<file path="src/rtl/rx_addr_filter_pkg.sv">
package rx_addr_filter_pkg;
  localparam int unsigned CRC_W = 32;
  localparam logic [CRC_W-1:0] CRC_POLY = 32'h04C1_1DB7;
  localparam logic [CRC_W-1:0] CRC_SEED = '1;

  function automatic logic [CRC_W-1:0] crc_byte(input logic [CRC_W-1:0] c_in,
                                                input logic [7:0] d);
    logic [CRC_W-1:0] c;
    c = c_in;
    for (int i = 0; i < 8; i++) begin
      if (c[CRC_W-1] ^ d[i]) c = {c[CRC_W-2:0], 1'b0} ^ CRC_POLY;
      else                   c = {c[CRC_W-2:0], 1'b0};
    end
    return c;
  endfunction
endpackage

</file>
<file path="src/rtl/rx_addr_capture.sv">
module rx_addr_capture #(
  parameter int unsigned N_BYTES = 6,
  localparam int unsigned CNT_W = $clog2(N_BYTES + 1),
  localparam int unsigned A_W   = 8 * N_BYTES
) (
  input  logic           clk_i,
  input  logic           rst_ni,
  input  logic           start_i,
  input  logic           byte_vld_i,
  input  logic [7:0]     byte_i,
  output logic           take_o,
  output logic           first_o,
  output logic           last_o,
  output logic [A_W-1:0] addr_o
);
  logic [CNT_W-1:0] cnt_q, idx;
  logic [A_W-1:0]   addr_q;

  assign idx     = start_i ? '0 : cnt_q;
  assign take_o  = byte_vld_i && (idx < CNT_W'(N_BYTES));
  assign first_o = start_i;
  assign last_o  = take_o && (idx == CNT_W'(N_BYTES - 1));
  assign addr_o  = {addr_q[A_W-9:0], byte_i};

  always_ff @(posedge clk_i or negedge rst_ni) begin
    if (!rst_ni) begin
      cnt_q  <= CNT_W'(N_BYTES);
      addr_q <= '0;
    end else begin
      if (take_o) begin
        cnt_q  <= idx + 1'b1;
        addr_q <= addr_o;
      end else if (start_i) begin
        cnt_q <= '0;
      end
    end
  end

  AST_CNT_BOUND: assert property (@(posedge clk_i) disable iff (!rst_ni)
    cnt_q <= CNT_W'(N_BYTES));
  AST_NO_TAKE_PAST_END: assert property (@(posedge clk_i) disable iff (!rst_ni)
    (!start_i && cnt_q == CNT_W'(N_BYTES)) |-> !take_o);
endmodule

</file>
<file path="src/rtl/rx_addr_crc.sv">
module rx_addr_crc
  import rx_addr_filter_pkg::*;
(
  input  logic             clk_i,
  input  logic             rst_ni,
  input  logic             take_i,
  input  logic             first_i,
  input  logic [7:0]       byte_i,
  output logic [CRC_W-1:0] crc_o
);
  logic [CRC_W-1:0] crc_q;

  assign crc_o = crc_byte(first_i ? CRC_SEED : crc_q, byte_i);

  always_ff @(posedge clk_i or negedge rst_ni) begin
    if (!rst_ni)     crc_q <= CRC_SEED;
    else if (take_i) crc_q <= crc_o;
  end
endmodule

</file>
<file path="src/rtl/rx_addr_decide.sv">
module rx_addr_decide #(
  parameter int unsigned HASH_W = 32,
  localparam int unsigned A_W = 48,
  localparam int unsigned SEL_W = $clog2(HASH_W)
) (
  input  logic [A_W-1:0]    addr_i,
  input  logic [31:0]       crc_i,
  input  logic              rx_en_i,
  input  logic              promisc_i,
  input  logic              bcast_rej_i,
  input  logic [A_W-1:0]    station_i,
  input  logic [HASH_W-1:0] hash_lo_i,
  input  logic [HASH_W-1:0] hash_hi_i,
  output logic              accept_o
);
  logic             is_bcast, is_group;
  logic [SEL_W:0]   hidx;
  logic             hash_hit;

  assign is_bcast = &addr_i;
  assign is_group = addr_i[A_W-8] && !is_bcast;  // I/G bit of byte 0
  assign hidx     = crc_i[31 -: (SEL_W + 1)];
  assign hash_hit = hidx[SEL_W] ? hash_hi_i[hidx[SEL_W-1:0]]
                                : hash_lo_i[hidx[SEL_W-1:0]];

  always_comb begin
    if (!rx_en_i)      accept_o = 1'b0;
    else if (promisc_i) accept_o = 1'b1;
    else if (is_bcast) accept_o = !bcast_rej_i;
    else if (is_group) accept_o = hash_hit;
    else               accept_o = (addr_i == station_i);
  end
endmodule

</file>
<file path="src/rtl/rx_addr_filter.sv">
module rx_addr_filter
  import rx_addr_filter_pkg::*;
(
  input  logic        clk_i,
  input  logic        rst_ni,
  input  logic        rx_en_i,
  input  logic        promisc_i,
  input  logic        bcast_rej_i,
  input  logic [31:0] sta_lo_i,
  input  logic [15:0] sta_hi_i,
  input  logic [31:0] hash_lo_i,
  input  logic [31:0] hash_hi_i,
  input  logic        start_i,
  input  logic        byte_vld_i,
  input  logic [7:0]  byte_i,
  output logic        done_o,
  output logic        accept_o
);
  localparam int unsigned N_BYTES = 6;
  localparam int unsigned A_W     = 8 * N_BYTES;

  logic             take, first, last, accept_d;
  logic [A_W-1:0]   addr;
  logic [CRC_W-1:0] crc;

  rx_addr_capture #(.N_BYTES(N_BYTES)) u_capture (
    .clk_i, .rst_ni, .start_i, .byte_vld_i, .byte_i,
    .take_o(take), .first_o(first), .last_o(last), .addr_o(addr)
  );

  rx_addr_crc u_crc (
    .clk_i, .rst_ni, .take_i(take), .first_i(first), .byte_i, .crc_o(crc)
  );

  rx_addr_decide #(.HASH_W(32)) u_decide (
    .addr_i(addr), .crc_i(crc), .rx_en_i, .promisc_i, .bcast_rej_i,
    .station_i({sta_hi_i, sta_lo_i}), .hash_lo_i, .hash_hi_i,
    .accept_o(accept_d)
  );

  always_ff @(posedge clk_i or negedge rst_ni) begin
    if (!rst_ni) begin
      done_o   <= 1'b0;
      accept_o <= 1'b0;
    end else if (last) begin
      done_o   <= 1'b1;
      accept_o <= accept_d;
    end else if (start_i) begin
      done_o   <= 1'b0;
      accept_o <= 1'b0;
    end
  end

  AST_START_CLEARS: assert property (@(posedge clk_i) disable iff (!rst_ni)
    (start_i && !last) |=> (!done_o && !accept_o));
  AST_VERDICT_HELD: assert property (@(posedge clk_i) disable iff (!rst_ni)
    (done_o && !start_i) |=> (done_o && $stable(accept_o)));
  AST_RX_OFF_REJECTS: assert property (@(posedge clk_i) disable iff (!rst_ni)
    (last && !rx_en_i) |=> !accept_o);
  AST_PROMISC_ACCEPTS: assert property (@(posedge clk_i) disable iff (!rst_ni)
    (last && rx_en_i && promisc_i) |=> accept_o);
  AST_BCAST_REJECT: assert property (@(posedge clk_i) disable iff (!rst_ni)
    (last && &addr && bcast_rej_i && !promisc_i) |=> !accept_o);
  AST_ACCEPT_NEEDS_DONE: assert property (@(posedge clk_i) disable iff (!rst_ni)
    accept_o |-> done_o);
endmodule

</file>
<file path="config.mk">
export PLATFORM = sky130hd
export DESIGN_NAME = rx_addr_filter
export DESIGN_NICKNAME = d
export VERILOG_FILES = /design/src/rtl/rx_addr_filter_pkg.sv /design/src/rtl/rx_addr_capture.sv /design/src/rtl/rx_addr_crc.sv /design/src/rtl/rx_addr_decide.sv /design/src/rtl/rx_addr_filter.sv
export SDC_FILE = /design/constraint.sdc
export NUM_CORES = 1
export LEC_CHECK = 0
export CAP_MARGIN = 20
export CORE_MARGIN = 4
export CORE_UTILIZATION = 45
export DETAILED_ROUTE_END_ITERATION = 6
export PLACE_DENSITY = 0.73
export SLEW_MARGIN = 5
export SYNTH_ARGS = -nofsm -noshare
export SYNTH_HDL_FRONTEND = slang
export SYNTH_SLANG_ARGS = --single-unit
</file>
<file path="constraint.sdc">
create_clock -name clk_i -period 7.6 [get_ports clk_i]
set_input_delay 1.9 -clock clk_i [delete_from_list [all_inputs] [get_ports clk_i]]
set_output_delay 1.9 -clock clk_i [all_outputs]
set_load 0.05 [all_outputs]
</file>
=== Word level (Yosys, flattened, before mapping) ===
Index checks and enable logic that the tools add are counted.

* Input port bits: 127
* Logic and storage cells: 56
* Register bits: 77
* Output and inout port bits: 2

* Add/subtract/negate cells: 1
* Order comparisons: 2
* Bitwise operators: 16
* Mux-type cells: 23
* Reductions and logical operators: 7
* Eq/ne operators: 2

{| class="wikitable"
|+ Operators with widths
! operator !! count
|-
| $mux 27 || 8
|-
| $not 14->14 || 8
|-
| $eq 48x48->1 || 1
|-
| $reduce_and 48->1 || 1
|-
| $mux 32 || 1
|-
| $bmux 1 s5 || 2
|-
| $mux 1 || 10
|-
| $xor 1x1->1 || 8
|-
| $lt 5x6->1 const B || 1
|-
| $mux 3 || 2
|-
| $add 3x1->3 const B || 1
|-
| $eq 3x3->1 const B || 1
|-
| $logic_and 1x1->1 || 3
|-
| $lt 3x3->1 const B || 1
|-
| $logic_not 1->1 || 2
|-
| $reduce_bool 2->1 || 1
|}

=== Longest topological paths before layout ===
* Word-level depth: 25
* Mapped depth: 12
* Depth with buffers taken out: 9

=== Modules after synthesis ===
Synthesis repeated with hierarchy kept, for this count alone.

* Cells, all modules: 458
* Area, all modules: 5555.3 µm²

{| class="wikitable"
|+ Modules (own cells, without submodules)
! module !! cells an instance !! sequential area each (µm²) !! instances !! area an instance (µm²)
|-
| rx_addr_crc || 211 || 840.8 || 1 || 2369.8
|-
| rx_addr_capture || 111 || 1078.5 || 1 || 1871.8
|-
| rx_addr_decide || 130 || 0.0 || 1 || 1238.7
|-
| rx_addr_filter || 6 || 50.0 || 1 || 75.1
|}

=== Worst setup path after synthesis ===
No wires, ideal clock.

* Path type: in2reg
* Start point: input byte_i[4]
* End point: register accept_o
* Path buffers: 2
* Arrival time: 4.369 ns
* Setup slack: 3.148 ns
* Stages on the path: 10
* Path through: buf_6 -> xnor2_1 -> or3_4 -> a211oi_4 -> nor2_8 -> buf_12 -> mux2i_1 -> mux4_2 -> a2111o_1 -> a41oi_2

* Longest elaborated chain between the ends: 14
* Elaborated cells between the ends (all ways): 20
* Classes of those cells: eq/ne: 1; mux: 14; bitwise: 2; reduce/logical: 3

{| class="wikitable"
|+ RTL lines
! element !! RTL line !! text
|-
| from (decl) || rx_addr_filter.sv:15 || <nowiki>input logic [7:0] byte_i,</nowiki>
|-
| $xor 1x1->1 || rx_addr_filter_pkg.sv:11 || <nowiki>if (c[CRC_W-1] ^ d[i]) c = {c[CRC_W-2:0], 1'b0} ^ CRC_POLY;</nowiki>
|-
| $mux 27 (3 in a row) || rx_addr_filter_pkg.sv:11 ||
|-
| $not 14->14 (no source line) || -- ||
|-
| $mux 27 || rx_addr_filter_pkg.sv:11 ||
|-
| $bmux 1 s5, on equally long branches || rx_addr_decide.sv:24, rx_addr_decide.sv:23 ||
|-
| $mux 1, on equally long branches || rx_addr_decide.sv:24, rx_addr_decide.sv:23 ||
|-
| $mux 1 || rx_addr_decide.sv:23 || <nowiki>assign hash_hit = hidx[SEL_W] ? hash_hi_i[hidx[SEL_W-1:0]]</nowiki>
|-
| $mux 1 || rx_addr_decide.sv:30 || <nowiki>else if (is_group) accept_o = hash_hit;</nowiki>
|-
| $mux 1 (*) || rx_addr_decide.sv:29 || <nowiki>else if (is_bcast) accept_o = !bcast_rej_i;</nowiki>
|-
| $mux 1 (*) || rx_addr_decide.sv:28 || <nowiki>else if (promisc_i) accept_o = 1'b1;</nowiki>
|-
| $mux 1 (*) || rx_addr_decide.sv:27 || <nowiki>if (!rx_en_i) accept_o = 1'b0;</nowiki>
|-
| $mux 1 (*) || rx_addr_filter.sv:45 || <nowiki>end else if (last) begin</nowiki>
|-
| to (signal assigned) || rx_addr_filter.sv:47 || <nowiki>accept_o <= accept_d;</nowiki>
|-
| to (decl) || rx_addr_filter.sv:17 || <nowiki>output logic accept_o</nowiki>
|}

Every way passes the cells marked *; elsewhere a longest branch is shown, timed or not. The select of a mux whose other input is x is not followed.
A chain may end at the register's enable or synchronous reset.

=== Final worst setup path ===
Ends and elaborated chain as after synthesis.

==> results.md <==
* CP max stage delay at approximately 0.88 ns
* Reg2Reg Depth at 8
* Vias in the first global route at about 5000
* Outcome: completed
* Main synth FF type: dfrtp_1
* Worst hold stages at 2
* Unrepaired setup endpoints after global routing: false
* CTS buffer count at 9
* Yosys cell types at 59
* Top delay family on crit path: compound AO/OA/AOI/OAI gates
* Die Ht at between 100 and 150 microns
* Req. time, crit path at 7.87 ns
* Fin crit share at ~66%
* Clock skew at approximately 0.0098 ns
* Leak Pwr at roughly 0.0028 uW
* # rows at 39
* Detail Route Antenna Nets at 0
* Commonest non-fill, non-tap cell in the layout: nand2_1
* NumNets Final at about 850
* Post-Synth Simple-Gate Area at approximately 22%
* Peak supply drop at 0.148 mV
* Average cell area after synthesis at just under 9 sq um
* Global-route wire length before repair at 25.6 mm
* Yosys Warn Count at 0
* Final setup margin at ~2.6 ns
* Worst path depth at 9
* Max-cap violations at 0
* Post-synthesis compound-gate area fraction at slightly below 9%
* Total number of H-tree levels at 3
* Worst-path fanout max at 15
* Avg WL per Cell at between 15 and 20 microns
* CP Buf/Inv Count at 1
* Max Slew Vio Count at 0
* Final Wtd Congestion at 0.908
* Tmin final at between 5 and 6 ns
* Die area at 13900 sq um
* Number of synthesized flops with an enable pin at 0
* Critical path's slowest cell: clkdlybuf4s50_1
* Clock Latency Late Sink at between 0.3 and 0.4 ns
* Worst path arrival time at approximately 5.3 ns
* Post-CTS setup buffer count at 0
* Initial core utilization at between 40% and 50%
* Post-synthesis sequential area ratio at 36.3%
* CTS resizes at 0
* I/O Pins at between 100 and 150
* CTS root buf: clkbuf_16
* Post-cts hold buffer count at 0
* Crit path kind: in -> reg
* Ant diodes at 0
* Rel. slew slack at 35.5%
* Pwr per Cell Area at ~350 nW/um^2
* Final setup vio count at 0
* Synthesized area at between 5000 and 6000 sq um
* Multiplexer share of the synthesized area at ~5.5%
* DRT iter0 DRCs at around 350
* Clock sinks at 77
* Setup WS pre-CTS at between 2 and 2.5 ns
* Startpoint types: primary input
* Die X at between 100 and 150 microns
* Final wirelength at between 15 and 20 mm
* Slew @ Worst Pin at between 0.9 and 1 ns
* CTS tree: built
* Core outline area at ~12000 sq um
* Port-buffer cells at roughly 130
* First-pass detailed-route iteration total at 5
* Gr ovfl total at 0
* Clock slew at reported path FFs at 0.06 ns
* Fmax at between 150 and 200 MHz
* Design Power at between 2000 and 2500 uW
* Pin count of the biggest net entering global routing at 94
* Asr flop ratio synth at 100%
* Synthesis-stage register bit count at 77
* Net Count, Synth at around 740
* Commonest non-fill, non-tap cells in the layout: 158 x nand2_1, 127 x clkdlybuf4s50_1, 116 x xnor2_1
* Post-route setup TNS at 0 ns
* Clock Path Buffers at 2
* DR vias at between 4000 and 5000
* Hpwl dp at roughly 12 mm
* Layout area overhead at 31.1%
* Fin. Hold Viols at 0
* Synth Area in Adders at 0.462%
* Number of fill cells at 968
* # DRC at 0
* Vias per Instance at between 5 and 6
* Largest family of logic cells by synthesized area: XOR/XNOR gates
* Synth Area in XOR/XNOR at a little under a quarter
* Fraction of layout cells with a size suffix above 1 at a little over a tenth
* Initial antenna violation count at 0
* Worst Hold Class: reg -> reg
* Crit-path cells: clkdlybuf4s50_1 -> xnor2_1 -> or3_4 -> a211oi_4 -> nor2_8 -> mux2i_1 -> mux4_2 -> a2111o_1 -> a41oi_2
* GRT Overall Usage at 22.8%
* CP endpoint kind: register
* Syn Inst Count at about 620
[registers in the layout, summed over array words and instances (netlist names)]
| register | cells |
|---|---|
| u_capture.addr_q | 40 |
| u_capture.cnt_q | 3 |
| done_o | 1 |
| accept_o | 1 |
| u_crc.crc_q | 32 |
[worst register-to-register path, stage by stage (launching register included)]
cell     delay (ns)
dfstp_2        0.62
xnor2_1        0.19
xor3_1         0.37
or3_1          0.37
nand2_2        0.35
mux4_2         0.57
a22oi_1        0.25
o311a_1        0.23
a41oi_2        0.11
[routing by layer]
| metal | track usage (%) | routed length (microns) | vias to the layer above | share of wire (%) |
|---|---|---|---|---|
| li1 | - | - | 2279 | - |
| met1 | 28.6 | 6570 | 2317 | 42 |
| met2 | 38.8 | 7650 | 216 | 49 |
| met3 | 6.92 | 1160 | 26 | 7.4 |
| met4 | 5.27 | 228 | 0 | 1.5 |
| met5 | 0 | 0 | - | 0 |
[cells in the mapped netlist (2+ instances only)]
| library cell | instances | area share [%] |
|---|---|---|
| a2111oi_0 | 2 | 0.32 |
| a211oi_1 | 4 | 0.55 |
| a21oi_1 | 6 | 0.55 |
| and2_1 | 2 | 0.23 |
| and3_1 | 6 | 0.69 |
| buf_2 | 5 | 0.46 |
| buf_4 | 2 | 0.28 |
| buf_6 | 2 | 0.42 |
| clkbuf_1 | 24 | 1.7 |
| dfrtp_1 | 43 | 20 |
| dfstp_2 | 34 | 16 |
| ha_1 | 2 | 0.46 |
| inv_1 | 4 | 0.28 |
| mux2_2 | 2 | 0.42 |
| mux2i_1 | 11 | 2.0 |
| mux4_1 | 2 | 0.97 |
| mux4_2 | 5 | 2.1 |
| nand2_1 | 159 | 11 |
| nand3_1 | 13 | 1.2 |
| nand4_1 | 26 | 3.0 |
| nor2_1 | 39 | 2.7 |
| nor2b_1 | 3 | 0.35 |
| nor4_1 | 8 | 0.92 |
| o211ai_1 | 2 | 0.28 |
| o21a_1 | 2 | 0.28 |
| o21ai_0 | 38 | 3.5 |
| or3_1 | 2 | 0.23 |
| xnor2_1 | 116 | 19 |
| xnor2_2 | 2 | 0.60 |
| xor2_1 | 20 | 3.2 |
[metrics by stage]
stage / std cells / hold slack (ns) / utilization, % / area (sq um)
final: 872 / 0.467 / 61.2 / 7110
after detailed placement: 855 / 0.448 / 58.0 / 6740
after CTS: 871 / 0.469 / 61.1 / 7100
after global placement: 855 / 0.446 / 58.0 / 6740
after global routing: 872 / 0.494 / 61.2 / 7110
after floorplan: 615 / 0.439 / - / 5420
[cell type report]
type	count	area (sq um)	area share (%)
multi-input cells	499	3270	46.0
flip-flops and latches	77	1970	27.7
repair buffers	133	1310	18.5
clock buffers	9	225	3.17
well taps	143	179	2.52
clock inverters	7	138	1.94
inverters	4	15.0	0.211
[path summary, 6_finish.rpt]
| kind | start | slack, ns | to |
|---|---|---|---|
| hold / removal | u_crc.crc_q[0] | 0.47 | u_crc.crc_q[0] |
| min in group asynchronous | rst_ni | 1.79 | u_capture.addr_q[5] |
| setup / recovery | byte_i[4] | 2.56 | accept_o |
| setup reg to reg | u_crc.crc_q[28] | 4.42 | accept_o |
| hold reg to reg | u_crc.crc_q[0] | 0.47 | u_crc.crc_q[0] |
| max in group asynchronous | rst_ni | 5.18 | u_capture.addr_q[31] |
[power by group]
part | switching, uW | internal [uW] | leakage [uW]
logic | 659 | 603 | 0.00176
clock network | 174 | 353 | 0.000175
registers | 122 | 587 | 0.000904
total | 955 | 1540 | 0.00284
[kinds of logic after synthesis]
kind of cell | after synthesis
XOR/XNOR | 140
adder cells (fa/ha/maj) | 2
multiplexers | 20
buffers and inverters | 39
AND/OR/NAND/NOR | 266
AO/OA/AOI/OAI | 71
flip-flops | 77
(Power assumes the default switching activity.)
